<file path="src/rtl/sharer_pkg.sv">
package sharer_pkg;
  typedef enum logic [1:0] {
    OP_NOP   = 2'd0,
    OP_ADD   = 2'd1,
    OP_CLEAR = 2'd2,
    OP_READ  = 2'd3
  } shr_op_e;
endpackage

</file>
<file path="src/rtl/shr_update.sv">
// Next-state of one line for add / clear; purely combinational.
module shr_update #(
  parameter int P         = 4,
  parameter int W         = 6,
  parameter int TRAP_MODE = 1
) (
  input  logic           add_i,
  input  logic           clr_i,
  input  logic [P-1:0]   vld_i,
  input  logic [P*W-1:0] ptr_i,
  input  logic           ovf_i,
  input  logic [W-1:0]   node_i,
  output logic [P-1:0]   vld_o,
  output logic [P*W-1:0] ptr_o,
  output logic           ovf_o,
  output logic           need_trap_o,
  output logic           evict_o,
  output logic [W-1:0]   evict_node_o
);
  logic hit, full, placed;

  always_comb begin
    hit = 1'b0;
    for (int i = 0; i < P; i++)
      if (vld_i[i] && ptr_i[i*W +: W] == node_i) hit = 1'b1;
    full        = &vld_i;
    vld_o       = vld_i;
    ptr_o       = ptr_i;
    ovf_o       = ovf_i;
    need_trap_o = 1'b0;
    evict_o     = 1'b0;
    placed      = 1'b0;
    if (clr_i) begin
      vld_o = '0;
      ovf_o = 1'b0;
    end else if (add_i && !hit) begin
      if (!full) begin
        for (int i = 0; i < P; i++)
          if (!vld_i[i] && !placed) begin
            vld_o[i]        = 1'b1;
            ptr_o[i*W +: W] = node_i;
            placed          = 1'b1;
          end
      end else if (TRAP_MODE != 0) begin
        ovf_o       = 1'b1;
        need_trap_o = 1'b1;
      end else begin
        // oldest sharer leaves from slot 0, arrival order preserved
        evict_o = 1'b1;
        ptr_o   = {node_i, ptr_i[P*W-1:W]};
      end
    end
  end

  assign evict_node_o = ptr_i[W-1:0];
endmodule

</file>
<file path="src/rtl/shr_store.sv">
module shr_store #(
  parameter int P  = 4,
  parameter int W  = 6,
  parameter int L  = 16,
  localparam int LW = (L > 1) ? $clog2(L) : 1
) (
  input  logic           clk_i,
  input  logic           rst_ni,
  input  logic           we_i,
  input  logic [LW-1:0]  line_i,
  input  logic [P-1:0]   vld_i,
  input  logic [P*W-1:0] ptr_i,
  input  logic           ovf_i,
  output logic [P-1:0]   vld_o,
  output logic [P*W-1:0] ptr_o,
  output logic           ovf_o
);
  logic [P-1:0]   vld_q [L];
  logic [P*W-1:0] ptr_q [L];
  logic [L-1:0]   ovf_q;

  always_ff @(posedge clk_i or negedge rst_ni) begin
    if (!rst_ni) begin
      for (int l = 0; l < L; l++) begin
        vld_q[l] <= '0;
        ptr_q[l] <= '0;
      end
      ovf_q <= '0;
    end else if (we_i) begin
      for (int l = 0; l < L; l++)
        if (line_i == LW'(l)) begin
          vld_q[l] <= vld_i;
          ptr_q[l] <= ptr_i;
          ovf_q[l] <= ovf_i;
        end
    end
  end

  assign vld_o = vld_q[line_i];
  assign ptr_o = ptr_q[line_i];
  assign ovf_o = ovf_q[line_i];
endmodule

</file>
<file path="src/rtl/shr_trap.sv">
module shr_trap #(
  parameter int W  = 6,
  parameter int LW = 4
) (
  input  logic          clk_i,
  input  logic          rst_ni,
  input  logic          set_i,
  input  logic [LW-1:0] line_i,
  input  logic [W-1:0]  node_i,
  input  logic          ack_i,
  output logic          pend_o,
  output logic [LW-1:0] line_o,
  output logic [W-1:0]  node_o
);
  always_ff @(posedge clk_i or negedge rst_ni) begin
    if (!rst_ni) begin
      pend_o <= 1'b0;
      line_o <= '0;
      node_o <= '0;
    end else if (set_i) begin
      pend_o <= 1'b1;
      line_o <= line_i;
      node_o <= node_i;
    end else if (ack_i) begin
      pend_o <= 1'b0;
    end
  end
endmodule

</file>
<file path="src/rtl/sharer_tracker.sv">
module sharer_tracker
  import sharer_pkg::*;
#(
  parameter int NUM_PTRS  = 4,
  parameter int NODE_W    = 6,
  parameter int NUM_LINES = 16,
  parameter int TRAP_MODE = 1,
  localparam int LW = (NUM_LINES > 1) ? $clog2(NUM_LINES) : 1,
  localparam int PW = NUM_PTRS * NODE_W
) (
  input  logic                clk_i,
  input  logic                rst_ni,
  input  logic                op_valid_i,
  input  logic [1:0]          op_i,
  input  logic [LW-1:0]       line_i,
  input  logic [NODE_W-1:0]   node_i,
  output logic                op_ready_o,
  output logic                rd_valid_o,
  output logic [NUM_PTRS-1:0] rd_mask_o,
  output logic [PW-1:0]       rd_ptrs_o,
  output logic                rd_ovf_o,
  output logic                trap_req_o,
  output logic [LW-1:0]       trap_line_o,
  output logic [NODE_W-1:0]   trap_node_o,
  input  logic                trap_ack_i,
  output logic                inv_req_o,
  output logic [NODE_W-1:0]   inv_node_o
);
  logic is_add, is_clr, is_rd, stall, acc_add, we;
  logic [NUM_PTRS-1:0] cur_vld, nxt_vld;
  logic [PW-1:0]       cur_ptr, nxt_ptr, masked_ptr;
  logic                cur_ovf, nxt_ovf;
  logic                need_trap, evict;
  logic [NODE_W-1:0]   evict_node;

  assign is_add = op_valid_i && (op_i == OP_ADD);
  assign is_clr = op_valid_i && (op_i == OP_CLEAR);
  assign is_rd  = op_valid_i && (op_i == OP_READ);

  // one trap in flight: block the trapped line and any second overflow
  assign stall      = is_add && trap_req_o && ((line_i == trap_line_o) || need_trap);
  assign op_ready_o = !stall;
  assign acc_add    = is_add && !stall;
  assign we         = acc_add || is_clr;

  shr_store #(.P(NUM_PTRS), .W(NODE_W), .L(NUM_LINES)) u_store (
    .clk_i, .rst_ni,
    .we_i   (we),
    .line_i (line_i),
    .vld_i  (nxt_vld),
    .ptr_i  (nxt_ptr),
    .ovf_i  (nxt_ovf),
    .vld_o  (cur_vld),
    .ptr_o  (cur_ptr),
    .ovf_o  (cur_ovf)
  );

  shr_update #(.P(NUM_PTRS), .W(NODE_W), .TRAP_MODE(TRAP_MODE)) u_update (
    .add_i        (is_add),
    .clr_i        (is_clr),
    .vld_i        (cur_vld),
    .ptr_i        (cur_ptr),
    .ovf_i        (cur_ovf),
    .node_i       (node_i),
    .vld_o        (nxt_vld),
    .ptr_o        (nxt_ptr),
    .ovf_o        (nxt_ovf),
    .need_trap_o  (need_trap),
    .evict_o      (evict),
    .evict_node_o (evict_node)
  );

  shr_trap #(.W(NODE_W), .LW(LW)) u_trap (
    .clk_i, .rst_ni,
    .set_i  (acc_add && need_trap),
    .line_i (line_i),
    .node_i (node_i),
    .ack_i  (trap_ack_i),
    .pend_o (trap_req_o),
    .line_o (trap_line_o),
    .node_o (trap_node_o)
  );

  always_comb begin
    for (int i = 0; i < NUM_PTRS; i++)
      masked_ptr[i*NODE_W +: NODE_W] = cur_vld[i] ? cur_ptr[i*NODE_W +: NODE_W] : '0;
  end

  always_ff @(posedge clk_i or negedge rst_ni) begin
    if (!rst_ni) begin
      rd_valid_o <= 1'b0;
      rd_mask_o  <= '0;
      rd_ptrs_o  <= '0;
      rd_ovf_o   <= 1'b0;
      inv_req_o  <= 1'b0;
      inv_node_o <= '0;
    end else begin
      rd_valid_o <= is_rd;
      if (is_rd) begin
        rd_mask_o <= cur_vld;
        rd_ptrs_o <= masked_ptr;
        rd_ovf_o  <= cur_ovf;
      end
      inv_req_o <= acc_add && evict;
      if (acc_add && evict) inv_node_o <= evict_node;
    end
  end
endmodule

</file>
<file path="config.mk">
export PLATFORM = sky130hd
export DESIGN_NAME = sharer_tracker
export DESIGN_NICKNAME = d
export VERILOG_FILES = /design/src/rtl/sharer_pkg.sv /design/src/rtl/shr_update.sv /design/src/rtl/shr_store.sv /design/src/rtl/shr_trap.sv /design/src/rtl/sharer_tracker.sv
export SDC_FILE = /design/constraint.sdc
export NUM_CORES = 1
export LEC_CHECK = 0
export ABC_AREA = 1
export BUFFER_PORTS_ARGS = -buffer_cell sky130_fd_sc_hd__clkbuf_2
export CAP_MARGIN = 20
export CELL_PAD_IN_SITES_DETAIL_PLACEMENT = 0
export CELL_PAD_IN_SITES_GLOBAL_PLACEMENT = 1
export CORE_ASPECT_RATIO = 1.75
export CORE_MARGIN = 2
export CORE_UTILIZATION = 47
export CTS_CLUSTER_DIAMETER = 30
export DETAILED_ROUTE_END_ITERATION = 6
export PLACE_DENSITY_LB_ADDON = 0.25
export SYNTH_ARGS = -nofsm -noshare
export SYNTH_HDL_FRONTEND = slang
export SYNTH_SLANG_ARGS = --single-unit
</file>
<file path="constraint.sdc">
create_clock -name clk_i -period 2.8 [get_ports clk_i]
set_input_delay 0.28 -clock clk_i [delete_from_list [all_inputs] [get_ports clk_i]]
set_output_delay 0.28 -clock clk_i [all_outputs]
set_load 0.05 [all_outputs]
</file>
==> impl_metrics.ini, run 1 <==
[sta]
setup_ws_ns = -0.1902
timing.slew.headroom = 0.3495
finClkSkew_ns = 0.03145
tightest_slew_ns = 0.9746
min_period_over_period = 1.068
rsz0062_at_grt = yes
setup_viol = 465
period_needed_ns = 2.990
timing_hold_violations_final = 0
finalMaxSlewViolations = 0
fmax_mhz = 334.4

[clocking]
tritoncts = done
cts_sinks = 505
cts_max_level = 3
cts_buffers = 89
cts.path.max_buffers = 3
cts_root_buf = clkbuf_16
worst_skew_pair.late_latency_ns = 0.65
clk_pin_slew_ns = 0.06

[grt]
grt_pass1_wl_um = 153600
antenna_found_initial = 1
grt_max_degree = 102
grt_overflow = 0
grt_pass1_vias = 25545
grt_usage = 0.3586

[drt]
drt_first_iter_violations = 2811
first_pass_iters = 6
drc = 0
viasPerCell = 5.693
ant_nets = 0
routed_wl_um = 100500
wire_per_inst_um = 22.22
num_vias = 25753

[logic_synthesis]
ys_top_cells_by_area = dfrtp_1, nand2_1, nand3_1
syn_area_per_cell_um2 = 7.239
syn_area_um2 = 25390
yosysTopAreaCell = dfrtp_1
yosysWarningCount = 0
synth-seq-cells = 505
netlist.area_leader.share = 0.4978
synth_seq_area_share = 0.4978
synthDistinctLibCells = 31
synth_cells = 3507

[floorplan]
coreArea_um2 = 53390
die-area_um2 = 55960
dieWidth_um = 179.7
initial_core_util = 0.4755
dieHeight_um = 311.4
placement_rows = 112
boundaryPins = 65

[layout]
final_cells = 4524
insertedDiodeCount = 0
final_area_um2 = 32960
nets = 3780
area_delta_synth_final_pct = 29.85
drive_above_1_share = 0.1909

[pwr]
p_per_area_nw_per_um2 = 626.2
p_leak_nw = 17.92
total_power_mw = 20.64
ir_drop_mv = 0.5128

[worst_setup_path]
arrival_ns = 2.71
worst_path_most_repeated_cell = nand2_1
crit_buf_inv = 2
critical-path-top-delay-family = simple AND/OR/NAND/NOR gates
r2r_slack_ns = -0.12
critPathCaptureType = output pin
crit_chain = nand2_1 -> nand2_1 -> nand2_1 -> nand2_1 -> nand2_1 -> nand2_1 -> nor2_2 -> nand2_1 -> nand2_1 -> nand2_2 -> nor2_2 -> nand2_2 -> nand2_2 -> nor2_4 -> nand3_4 -> nand2_4 -> nand2_4 -> buf_6 -> clkbuf_16
path_max_fanout = 3
crit_slowest_cell = dfrtp_1
critPathMaxStageDelay_ns = 0.39
required_ns = 2.52
critPathLaunchType = register
crit_type = register to output pin

[hold_path]
min_path_type = input port to register

[placement]
portBuffers = 57
gp_congestion = 0.9271
placed_area_um2 = 28890
dp.cells = 4325
place_ws_ns = -0.8478
hpwl_um = 64390

[run_status]
status = finished with violations
violations = negative setup slack

[flow_run]
max-cap-violations = 0
[registers in the layout, indices dropped and copies added (netlist names)]
signal,count
rd_mask_o,4
rd_ptrs_o,24
u_trap.pend_o,1
rd_valid_o,1
rd_ovf_o,1
u_store.ovf_q,16
u_trap.line_o,4
u_store.vld_q,64
u_store.ptr_q,384
u_trap.node_o,6
[report_power, final]
group          total (mW)  leakage (nW)  internal (mW)  switching [mW]
sequential           7.51          7.04           7.44          0.0729
combinational        1.69          9.37          0.529            1.16
clock                11.4          1.52           7.32            4.12
total                20.6          17.9           15.3            5.35
[per-layer routing]
layer / vias to the layer above / GRT usage / share of wire
met1: 12355 / 0.4290 / 0.37
met5: - / 0 / 0.00014
met2: 1341 / 0.5861 / 0.47
met4: 2 / 0.2435 / 0.077
met3: 429 / 0.06685 / 0.081
li1: 11626 / - / -
[kinds of logic (layout without fill, tap and decap cells)]
logic type / Yosys count / in the layout / synth area share
and+or+nand+nor: 2534 / 2534 / 0.4054
DFF: 505 / 505 / 0.4978
buffers and inverters: 319 / 646 / 0.06131
other: 1 / 7 / 0.0001477
AOI/OAI and AO/OA: 145 / 145 / 0.03426
xor gates and xnor gates: 3 / 3 / 0.001035
[worst paths after layout]
kind	from	endpoint	depth (start not counted)
min in group asynchronous	rst_ni	u_store.ptr_q[251]$_DFFE_PN0P_	2
max in group asynchronous	rst_ni	u_store.vld_q[28]$_DFFE_PN0P_	3
worst max-delay path	u_store.ptr_q[112]$_DFFE_PN0P_	op_ready_o	19
worst max register to register	u_store.ptr_q[112]$_DFFE_PN0P_	u_store.ovf_q[14]$_DFFE_PN0P_	23
worst min-delay path	line_i[3]	u_trap.line_o[3]$_DFFE_PN0P_	3
worst min register to register	u_store.ptr_q[143]$_DFFE_PN0P_	u_store.ptr_q[143]$_DFFE_PN0P_	2
[worst register-to-register path: stages (launching register included)]
cell	delay, ns
dfrtp_1	0.39
nand2_1	0.07
nand2_1	0.05
nand2_1	0.05
nand2_1	0.08
nand2_1	0.06
nand2_1	0.13
nor2_2	0.17
nand2_1	0.07
nand2_1	0.15
nand2_2	0.09
nor2_2	0.13
nand2_2	0.07
nand2_2	0.08
nor2_4	0.04
nand3_4	0.08
nand2_4	0.06
nand2_4	0.06
nand2_1	0.12
nand2_8	0.25
buf_12	0.27
buf_4	0.20
nand3_1	0.09
nand2_1	0.10
[cell type report]
cell class / instances / area (µm²)
Multi-Input combinational cell: 2689 / 11780
Inverter: 50 / 191.4
Clock buffer: 102 / 2347
Clock inverter: 65 / 808.3
Fill cell: 4675 / 20430
Sequential cell: 505 / 12640
Timing Repair Buffer: 429 / 4347
Tap cell: 684 / 855.8
[through the flow]
step	utilization	TNS [ns]	hold slack, ns
after global placement	0.5411	-357.88	0.2891
final	0.6174	-23.38	0.08426
after CTS	0.6093	-20.46	0.06993
after global routing	0.6174	-86.87	0.1165
after detailed placement	0.5411	-358.49	0.2866
after floorplan	-	0	-0.01559
[cells in the mapped netlist (all sizes together)]
| library cell | n |
|---|---|
| nand4 | 33 |
| clkbuf | 87 |
| nand3 | 507 |
| inv | 49 |
| nor3b | 1 |
| nand2 | 1910 |
| nor2 | 77 |
| nand3b | 1 |
| o22ai | 1 |
| nor3 | 4 |
| dfrtp | 505 |
| xnor2 | 2 |
| nor4 | 1 |
| clkinv | 1 |
| buf | 182 |
| a22oi | 18 |
| conb | 1 |
| a21oi | 23 |
| xor2 | 1 |
| o21ai | 103 |
[placed cells by master (no fill, tap or decap), types with 8 or more instances in the layout]
master	netlist	routed
buf_12	0	78
nand2_2	3	39
dfrtp_1	505	505
a22oi_1	18	18
o21ai_1	15	20
clkbuf_16	0	94
nor2_4	1	35
clkinvlp_4	0	13
buf_4	31	250
inv_1	43	42
nand4_1	32	32
o21ai_0	64	56
inv_6	0	12
o21ai_2	24	19
clkinv_2	0	16
buf_8	0	8
bufinv_16	0	13
nor2_2	11	20
clkbuf_2	0	54
buf_6	10	30
nor2_1	65	22
nand2_1	1907	1867
a21oi_1	21	19
nand3_1	507	498
o21ai_4	0	8
[what timing repair did]
item / in CTS / in global routing
cloned: 3 / 3
hold buffers: 2 / 0
buffers inserted: 11 / 12
endpoints found under the setup margin: 465 / 465
pin swaps: 47 / 44
endpoints found under the hold margin: 54 / 0
resized for setup: 81 / 83
Power figures use the tool's default switching activity.
==> run 2: changes to the inputs <==
Settings changed: GPL_ROUTABILITY_DRIVEN from default to 0, HOLD_SLACK_MARGIN from default to 0.15, RECOVER_POWER from default to 50.
==> run 2 against run 1 <==
Power grew 2.3%. Worst hold slack gained 0.060 ns. Global-route usage shrank 0.097 points. First-iteration DRC count grew 14%. Critical path depth grew 4. Clock power is essentially flat. Largest power group unchanged. Maximum frequency shrank 4.0%. Critical path type is now register to register. Sequential power is essentially flat. The run ends with max-capacitance violations, max-slew violations, negative setup slack left.
==> impl_metrics.ini, run 2 (synthesized netlist as in run 1, its figures left out) <==
[grt]
grt_pass1_wl_um = 152700
grt_usage = 0.3576
grt_pass1_vias = 25032
grt_max_degree = 125
antenna_found_initial = 1
grt_overflow = 0

[pwr]
p_leak_nw = 18.32
switchingPower_mw = 5.406
intPower_mw = 15.71
ir_drop_mv = 0.3786
p_per_area_nw_per_um2 = 625.0
total_power_mw = 21.11
clkPwrFrac = 0.555
seq_power_share = 0.356
p_sw_frac = 0.2560
comb_power_share = 0.088

[drt]
wire_per_inst_um = 23.74
routed_wl_um = 108000
viasPerCell = 5.853
drc = 0
ant_nets = 0
drt_first_iter_violations = 3201
num_vias = 26624
first_pass_iters = 6

[worst_setup_path]
critPathLaunchType = register
arrival_ns = 3.63
crit_type = register to register
worst-r2r-cell-count = 23
required_ns = 3.32
path_max_fanout = 10
critPathCaptureType = register

[floorplan]
coreArea_um2 = 53390
boundaryPins = 65
initial_core_util = 0.4755
placement_rows = 112
dieWidth_um = 179.7
die-area_um2 = 55960
dieHeight_um = 311.4

[sta]
period_needed_ns = 3.114
min_period_over_period = 1.112
tns_ns = -93.62
setup_viol = 476
finalMaxSlewViolations = 47
setup_ws_ns = -0.3136
rsz0062_at_grt = yes
tightest_slew_ns = 1.561
finClkSkew_ns = 0.02679
fmax_mhz = 321.2
timing_hold_violations_final = 0
timing.slew.headroom = -0.04084
hold_ws_ns = 0.1448

[layout]
drive_above_1_share = 0.1949
largest_reg_flops = 384
nets = 3804
final_common_cell = nand2_1
final_cells = 4549
largest_register = u_store.ptr_q
top_regs = u_store.ptr_q: 384 flops, u_store.vld_q: 64 flops, rd_ptrs_o: 24 flops
final_cell_mix = nand2_1, dfrtp_1, nand3_1
area_delta_synth_final_pct = 33.08

[flow_run]
max-cap-violations = 1

[run_status]
violations = max-capacitance violations, max-slew violations, negative setup slack
status = finished with violations

[placement]
dp.cells = 4304
hpwl_um = 64130
portBuffers = 57
place_ws_ns = -0.8550

[clocking]
worst_skew_pair.late_latency_ns = 0.64
clk_pin_slew_ns = 0.05
cts_sinks = 505
cts_buffers = 91
cts.path.max_buffers = 3
cts_root_buf = clkbuf_16
tritoncts = done
cts_max_level = 3

[hold_path]
min_path_cells = 4
min_path_type = input port to register
-- run 2: cell types whose count changed in the layout (fill, tap and decap cells not counted), moves of 5 or more --
cell	delta
o21ai_0	-8
nor2_4	-6
o21ai_4	-7
nand3_2	+5
nand2_2	-5
o21ai_2	+7
buf_4	-12
o21ai_1	+8
nand2_8	+6
buf_12	-7
buf_16	+9
clkbuf_16	+29
-- run 2: final cells by class --
class / instances / area (µm²)
Tap cell: 684 / 855.8
Timing Repair Buffer: 449 / 5055
Antenna cell: 1 / 2.502
Multi-Input combinational cell: 2691 / 11810
Fill cell: 4603 / 19610
Clock inverter: 59 / 792.0
Inverter: 50 / 191.4
Sequential cell: 505 / 12640
Clock buffer: 110 / 2440
-- run 2: power by group through the flow --
stage                     sequential, mW  combinational [mW]  clock (mW)
after detailed placement            7.63                1.54           0
after global routing                7.53                1.94        12.1
after floorplan                     7.63               0.684           0
after global placement              7.63                1.52           0
after CTS                           7.52                1.58        11.8
final                               7.52                1.87        11.7
-- run 2: critical path, stage by stage (launching register included) --
cell and delay, ns:
dfrtp_2 0.45, nand2_2 0.15, nand3_2 0.10, nand2_2 0.09, nand2_2 0.05, buf_4 0.13, o21ai_2 0.13, nand2_2 0.09
nand2_2 0.07, nor2_2 0.04, nand2_2 0.14, nand2_2 0.08, nor2_2 0.11, nand3_2 0.10, buf_4 0.15, buf_4 0.12
buf_4 0.12, buf_4 0.12, buf_4 0.14, nand3b_1 0.18, buf_6 0.15, clkbuf_16 0.16, nand2_1 0.06, o21ai_1 0.07
-- run 2: metal layers --
| layer | vias up | GRT usage | part of all wire |
|---|---|---|---|
| met1 | 12759 | 0.4289 | 0.36 |
| met4 | 2 | 0.2293 | 0.080 |
| li1 | 11674 | - | - |
| met5 | - | 0 | 0.00012 |
| met2 | 1698 | 0.5933 | 0.47 |
| met3 | 491 | 0.06217 | 0.093 |
-- run 2: through the flow --
step / area, µm² / utilization
2_1_floorplan: 25420 / -
3_3_place_gp: 28670 / 0.5370
3_5_place_dp: 28670 / 0.5370
4_1_cts: 32250 / 0.6040
5_1_grt: 33780 / 0.6327
6_report: 33780 / 0.6327
-- run 2: worst paths after layout --
kind,from,endpoint,slack [ns]
setup / recovery,u_store.ptr_q[13]$_DFFE_PN0P_,u_trap.line_o[0]$_DFFE_PN0P_,-0.31
hold / removal,node_i[4],u_trap.node_o[4]$_DFFE_PN0P_,0.14
setup reg to reg,u_store.ptr_q[13]$_DFFE_PN0P_,u_trap.line_o[0]$_DFFE_PN0P_,-0.31
hold reg to reg,u_store.ptr_q[126]$_DFFE_PN0P_,u_store.ptr_q[126]$_DFFE_PN0P_,0.47
max in group asynchronous,rst_ni,u_store.ptr_q[311]$_DFFE_PN0P_,0.20
min in group asynchronous,rst_ni,u_store.ptr_q[206]$_DFFE_PN0P_,0.56
-- run 2: what timing repair did --
item / 4_1_cts / 5_1_grt
hold buffers: 6 / 0
endpoints found under the setup margin: 476 / 476
hold endpoints to repair: 380 / 0
setup buffers: 6 / 23
cloned: 3 / 37
pin swaps: 15 / 44
resized for setup: 64 / 137
